## src/rtl/tok_pkg.sv

```systemverilog
package tok_pkg;
  typedef enum logic [2:0] {
    OP_NONE  = 3'd0,
    OP_ALU   = 3'd1,
    OP_LOAD  = 3'd2,
    OP_SLOAD = 3'd3,
    OP_CHECK = 3'd4
  } op_e;
endpackage

```

## src/rtl/tok_file.sv

```systemverilog
module tok_file #(
  parameter int NREG  = 32,
  parameter int IDX_W = $clog2(NREG)
) (
  input  logic             clk,
  input  logic             rst,
  input  logic             wr_en,
  input  logic [IDX_W-1:0] wr_idx,
  input  logic             wr_tok,
  input  logic [IDX_W-1:0] rd_a_idx,
  input  logic [IDX_W-1:0] rd_b_idx,
  output logic             rd_a_tok,
  output logic             rd_b_tok,
  output logic [NREG-1:0]  tok_vec
);
  for (genvar g = 0; g < NREG; g++) begin : g_ent
    if (g == 0) begin : g_zero
      assign tok_vec[g] = 1'b0;
    end else begin : g_live
      always_ff @(posedge clk) begin
        if (rst)
          tok_vec[g] <= 1'b0;
        else if (wr_en && wr_idx == IDX_W'(g))
          tok_vec[g] <= wr_tok;
      end
    end
  end

  assign rd_a_tok = tok_vec[rd_a_idx];
  assign rd_b_tok = tok_vec[rd_b_idx];
endmodule

```

## src/rtl/tok_decode.sv

```systemverilog
module tok_decode
  import tok_pkg::*;
(
  input  logic [2:0] op,
  input  logic       fire,
  input  logic       addr_ok,
  input  logic       tok_a,
  input  logic       tok_b,
  output logic       wr_en,
  output logic       wr_tok,
  output logic       chk_hit
);
  op_e op_c;
  assign op_c = op_e'(op);

  always_comb begin
    wr_en   = 1'b0;
    wr_tok  = 1'b0;
    chk_hit = 1'b0;
    if (fire) begin
      unique case (op_c)
        OP_ALU:   begin wr_en = 1'b1; wr_tok = tok_a | tok_b; end
        OP_LOAD:  begin wr_en = 1'b1; wr_tok = 1'b0;          end
        OP_SLOAD: begin wr_en = 1'b1; wr_tok = ~addr_ok;      end
        OP_CHECK: chk_hit = tok_a;
        default:  ;
      endcase
    end
  end
endmodule

```

## src/rtl/tok_redirect.sv

```systemverilog
module tok_redirect #(
  parameter int ADDR_W = 64
) (
  input  logic              clk,
  input  logic              rst,
  input  logic              hit,
  input  logic [ADDR_W-1:0] target_in,
  output logic              redir_valid,
  output logic [ADDR_W-1:0] redir_target
);
  always_ff @(posedge clk) begin
    if (rst) begin
      redir_valid  <= 1'b0;
      redir_target <= '0;
    end else begin
      redir_valid <= hit;
      if (hit) redir_target <= target_in;
    end
  end
endmodule

```

## src/rtl/tok_tracker.sv

```systemverilog
module tok_tracker #(
  parameter int NREG   = 32,
  parameter int ADDR_W = 64,
  localparam int IDX_W = $clog2(NREG)
) (
  input  logic              clk,
  input  logic              rst,
  input  logic              iss_valid,
  output logic              iss_ready,
  input  logic [2:0]        iss_op,
  input  logic [IDX_W-1:0]  iss_dst,
  input  logic [IDX_W-1:0]  iss_src_a,
  input  logic [IDX_W-1:0]  iss_src_b,
  input  logic              iss_addr_ok,
  input  logic [ADDR_W-1:0] iss_recover,
  output logic              redir_valid,
  output logic [ADDR_W-1:0] redir_target
);
  logic            fire;
  logic            tok_a, tok_b;
  logic            wr_en, wr_tok, chk_hit;
  logic [NREG-1:0] tok_vec;

  assign iss_ready = ~redir_valid;
  assign fire      = iss_valid & iss_ready;

  tok_file #(.NREG(NREG), .IDX_W(IDX_W)) file_i (
    .clk(clk), .rst(rst), .wr_en(wr_en), .wr_idx(iss_dst), .wr_tok(wr_tok),
    .rd_a_idx(iss_src_a), .rd_b_idx(iss_src_b),
    .rd_a_tok(tok_a), .rd_b_tok(tok_b), .tok_vec(tok_vec)
  );

  tok_decode dec_i (
    .op(iss_op), .fire(fire), .addr_ok(iss_addr_ok),
    .tok_a(tok_a), .tok_b(tok_b),
    .wr_en(wr_en), .wr_tok(wr_tok), .chk_hit(chk_hit)
  );

  tok_redirect #(.ADDR_W(ADDR_W)) redir_i (
    .clk(clk), .rst(rst), .hit(chk_hit), .target_in(iss_recover),
    .redir_valid(redir_valid), .redir_target(redir_target)
  );
endmodule

```

## config.mk

```make
export PLATFORM = sky130hd
export DESIGN_NAME = tok_tracker
export DESIGN_NICKNAME = d
export VERILOG_FILES = /design/src/rtl/tok_pkg.sv /design/src/rtl/tok_file.sv /design/src/rtl/tok_decode.sv /design/src/rtl/tok_redirect.sv /design/src/rtl/tok_tracker.sv
export SDC_FILE = /design/constraint.sdc
export NUM_CORES = 1
export LEC_CHECK = 0
export BUFFER_PORTS_ARGS = -buffer_cell sky130_fd_sc_hd__buf_4
export CAP_MARGIN = 30
export CORE_UTILIZATION = 47
export DETAILED_ROUTE_END_ITERATION = 8
export PLACE_DENSITY = 0.86
export SYNTH_ARGS = -nofsm -noshare
export SYNTH_HDL_FRONTEND = slang
export SYNTH_SLANG_ARGS = --single-unit
```

## constraint.sdc

```tcl
create_clock -name clk -period 1.9 [get_ports clk]
set_clock_uncertainty 0.05 [all_clocks]
set_input_delay 0.095 -clock clk [delete_from_list [all_inputs] [get_ports clk]]
set_output_delay 0.095 -clock clk [all_outputs]
set_load 0.1 [all_outputs]
```

======== Yosys cells after proc, flatten, opt, wreduce, memory -nomap -nowiden ========
Cells that the tools add are included.
storage, ports and cells
  bits of input ports ..................... 86
  word-level logic and storage cells ...... 116
  register bits after elaboration ......... 96
  output and inout port bits .............. 66
cells by class
  bitwise operators ....................... 4
  reductions and logical operators ........ 32
  eq/ne operators ......................... 35
  mux-type cells .......................... 10
  magnitude comparators ................... 2
operators with widths
  cell                                                                           number
  5-bit == test (second input constant)                                          16
  5-bit by 4-bit == test with 1-bit output (second input constant)               8
  1-bit logical AND                                                              31
  5-bit by 3-bit == test with 1-bit output (second input constant)               4
  5-bit by 6-bit less-than comparator with 1-bit output (second input constant)  2
  1-bit binary-select mux with 5-bit select                                      2
  5-bit by 2-bit == test with 1-bit output (second input constant)               2
  1-bit two-way mux                                                              7
  3-bit by 2-bit == test with 1-bit output (second input constant)               2
  5-bit by 1-bit == test with 1-bit output (second input constant)               1
  3-bit by 1-bit == test with 1-bit output (second input constant)               1
  3-bit == test (second input constant)                                          1
  3-bit OR reduction                                                             1
  1-bit inverter                                                                 2
  1-bit case mux with 2 select lines                                             1
  1-bit AND                                                                      1
  1-bit OR                                                                       1

======== Logic depth before layout (Yosys ltp) ========
  depth in word-level cells ............... 5
  mapped depth ............................ 11
  gate-level depth less buffers ........... 6

======== Cells and area by module ========
From an unflattened synthesis, not the netlist that was laid out.
unflattened totals
  cells, all modules ...................... 464
  area, all modules ....................... 4395.5 sq um
by module, submodules not included
  module        cells each  times used  seq. area each (sq um)  area an instance (sq um)
  tok_redirect  208         1           1301.2                  2311.0
  tok_file      248         1           620.6                   2033.2
  tok_decode    6           1           0.0                     41.3
  tok_tracker   2           1           0.0                     10.0

======== Least setup slack after synthesis ========
No wires, ideal clock.
  path kind ............................... reg2reg
  start ................................... reg redir_i.redir_valid
  end ..................................... reg file_i.tok_vec[6]
  path slack .............................. -0.421 ns
  period minus slack after synthesis ...... 2.321 ns
  arrival time ............................ 2.185 ns
  data required time ...................... 1.764 ns
  library setup time ...................... 0.086 ns
  path buffers ............................ 1
  cell stages (with the launch flop) ...... 7
  cell sequence ........................... dfxtp_1 nand2b_1 nor4_1 clkbuf_1 nand2_1 mux2i_1 a211oi_1
between the ends
  word-level cells in the longest chain between the ends .. 4
  elaborated cells between the ends (all ways) .. 5
  classes of those cells .................. mux (2); bitwise (2); reduce/logical (1)
ends and longest elaborated chain
  item                             RTL line            RTL
  from (decl)                      tok_redirect.sv:8   output logic redir_valid,
  from (signal assigned)           tok_redirect.sv:16  redir_valid <= hit;
  1-bit inverter (*)               tok_tracker.sv:24   assign iss_ready = ~redir_valid;
  1-bit AND (*)                    tok_tracker.sv:25   assign fire = iss_valid & iss_ready;
  1-bit two-way mux                tok_decode.sv:20    if (fire) begin
  1-bit logical AND                tok_file.sv:23      else if (wr_en && wr_idx == IDX_W'(g))
  to (signal, indexed assignment)  tok_file.sv:24      tok_vec[g] <= wr_tok;
  to (decl)                        tok_file.sv:14      output logic [NREG-1:0] tok_vec
Every way passes the cells marked *; elsewhere a longest branch is shown, timed or not.
A chain may end at the register's enable or synchronous reset.

======== Worst setup path after layout ========
  start ................................... reg file_i.tok_vec[15]
  end ..................................... reg file_i.tok_vec[31]
between the ends
  word-level cells in the longest chain between the ends .. 5
  elaborated cells between the ends (all ways) .. 7
  classes of those cells .................. mux (6); bitwise (1)
ends and longest elaborated chain
  item                                                          RTL line                        RTL
  1-bit binary-select mux with 5-bit select (on tied branches)  tok_file.sv:29, tok_file.sv:30
  1-bit two-way mux (on tied branches)                          tok_file.sv:29, tok_file.sv:30
  1-bit OR (*)                                                  tok_decode.sv:22                OP_ALU: begin wr_en = 1'b1; wr_tok = tok_a | tok_b; end
  1-bit case mux with 2 select lines (*)                        tok_decode.sv:21                unique case (op_c)
  1-bit two-way mux (*)                                         tok_decode.sv:20
Every way passes the cells marked *; elsewhere a longest branch is shown, timed or not. The select of a mux whose other input is x is not followed.

==> results.cfg <==
[clocking]
clock_path_buffers = 2
clock-root-buffer = clkbuf_8
clk_pin_slew_ns = 0.09
htree_levels = 3
clock-sinks = 96
cts_buffers = 9
cts_tree = done
clkLatencyLatePin_ns = 0.37

[synth]
synthesis.area_sq_um = 5070
synth_top_cell_area_share_pct = 37.9
ys_warn_count = 0
synthCells = 532
ys_seq_elements = 96
async_flop_share_pct = 0
avgSynthCellArea_sq_um = 9.54
synth_area_leader_cell = dfxtp_1
synth_cell_types = 38
netlist_top_cells_area = dfxtp_1, mux2i_1, nand2b_1
synth_flop_cell = dfxtp_1
synth_edf_count = 0
synthesis.nets = 618
synth-seq-area-share_pct = 37.9

[worst_setup_path]
end_kind = register
cp.required_ns = 2.09
critPathKind = register to register
crit_fanout = 12
crit_path_start = file_i.tok_vec[15]$_SDFFE_PP0P_
cp-start-kind = register
r2r-start = file_i.tok_vec[15]$_SDFFE_PP0P_
cp.arrival_ns = 2.35

[sta]
period_share_pct = 114
worstMarginPinSlew_ns = 0.495
slew_violations = 0
grt_setup_unrepaired = true
setup_violations = 96
hold_viol = 0
fin_crit_ns = 2.16
slew_headroom_pct = 66.9
fin_ws_ns = -0.265
finalSetupTns_ns = -16.23
max_freq_mhz = 462

[pwr]
power_density_nw_per_um2 = 558
ir_drop_mv = 0.325
leakage_uw = 0.00327

[outcome]
status = complete, but fails checks
violations = negative setup slack

[min_path]
min_from = iss_recover[21]
min_path_type = input port to register

[layout]
fin_area_sq_um = 7850
layout_commonest_cell = buf_4
antennaDiodeCount = 0
fin_cells = 922
postLayoutCoreUtil_pct = 75.3
synthToLayoutAreaGrowth_pct = 54.6
fin_nets = 867
final_layout_size_suffix_gt1_share_pct = 34.0
mostFrequentLayoutCells = buf_4, nand2b_1, mux2i_1

[grt]
grt_pass1_vias = 5198
overflow = 0
antenna_found_initial = 0
grt_max_degree = 69
grt_util_all_layers_pct = 28.6
grt_pass1_wl_um = 25100

[placed_design]
pre_cts_slack_ns = -0.254
io_buffer_count = 151
place.gp.congestion = 0.863
hpwl_um = 9830
placed_cells = 826
placed_area_sq_um = 6650

[floorplan]
dieWidth_um = 106
io_pins = 152
initial_utilization_pct = 48.7
die_area_sq_um = 11200
die_h_um = 106
coreArea_sq_um = 10400
rows = 37

[route]
viasPerCell = 5.36
drt_first_pass_iters = 4
num_vias = 4944
wirelength_um = 16600
drtIter0Drc = 222
wire_per_inst_um = 18.0
drc = 0
ant_nets = 0

[flow_run]
maxCapViolCount = 0
routing by layer:
metal	up-vias	track usage [%]	wire length [um]
met2	199	51.9	8600
met3	49	6.38	1020
met1	2372	30.4	6320
met4	0	16.7	658
met5	-	0	0
li1	2324	-	-
worst paths after layout:
check / endpoint / slack [ns] / cells past startpoint
worst max-delay path: file_i.tok_vec[31]$_SDFFE_PP0P_ / -0.26 / 7
worst min-delay path: redir_i.redir_target[21]$_SDFFE_PP0P_ / 0.03 / 3
worst max register to register: file_i.tok_vec[31]$_SDFFE_PP0P_ / -0.26 / 7
worst min register to register: redir_i.redir_target[32]$_SDFFE_PP0P_ / 0.43 / 2
flip-flops by register name, summed over array words and instances, names as in the netlist:
signal and count:
file_i.tok_vec 31, redir_i.redir_valid 1, redir_i.redir_target 64
logic make-up (layout without fill, tap and decap cells):
kind of cell | count (synthesis) | count (layout) | synth area share [%]
simple gates | 228 | 229 | 26.1
compound gates | 46 | 46 | 6.21
flops | 96 | 96 | 37.9
buf+inv | 43 | 296 | 4.49
mux | 119 | 119 | 25.3
worst max-delay path, stage by stage, from the launching register on:
cell,delay [ns]
dfxtp_2,0.33
mux4_2,0.47
mux2_4,0.27
nand3b_1,0.14
nand4_4,0.20
nor4_4,0.28
buf_6,0.19
a211oi_1,0.10
Yosys cell counts (2+ instances only):
| cell type | number |
|---|---|
| nand2b_1 | 136 |
| mux2i_1 | 108 |
| dfxtp_1 | 96 |
| nand2_1 | 33 |
| clkbuf_1 | 27 |
| a211oi_1 | 24 |
| nor2_1 | 20 |
| a21oi_1 | 11 |
| buf_6 | 7 |
| mux4_2 | 7 |
| nor3_1 | 7 |
| nor2b_1 | 6 |
| buf_2 | 5 |
| nand3_1 | 5 |
| or2_2 | 5 |
| a22oi_1 | 3 |
| mux2_2 | 3 |
| nand3b_1 | 3 |
| a21o_1 | 2 |
| buf_4 | 2 |
| inv_1 | 2 |
| nand4_2 | 2 |
| nor4_2 | 2 |
| o21ai_0 | 2 |
repair_timing:
action / in CTS / in global routing
pin swaps: 4 / 7
endpoints found under the setup margin: 91 / 96
buffers inserted: 5 / 3
cloned: 1 / 6
hold buffers: 65 / 0
gates resized for setup: 18 / 11
endpoints found under the hold margin: 64 / 0
power breakdown:
| part | total (uW) | internal (uW) | leakage (uW) | switching [uW] |
|---|---|---|---|---|
| logic | 751 | 379 | 0.00238 | 373 |
| clock network | 1590 | 879 | 0.000112 | 714 |
| registers | 2030 | 2020 | 0.000779 | 9.29 |
| total | 4380 | 3280 | 0.00327 | 1100 |
layout make-up:
cell class,instances,area (sq um)
Multi-Input combinational cell,394,3040
Fill cell,625,2570
Timing Repair Buffer,278,2470
Sequential cell,96,1940
Tap cell,136,170
Clock buffer,13,139
Clock inverter,3,90.1
Inverter,2,7.51
through the flow:
stage | total power (uW) | hold slack [ns]
floorplan | 2430 | 0.200
finish | 4380 | 0.0279
global route | 4500 | 0.0180
CTS | 4350 | 0.00731
global placement | 2650 | 0.311
detailed placement | 2670 | 0.319
(Power assumes the default switching activity.)
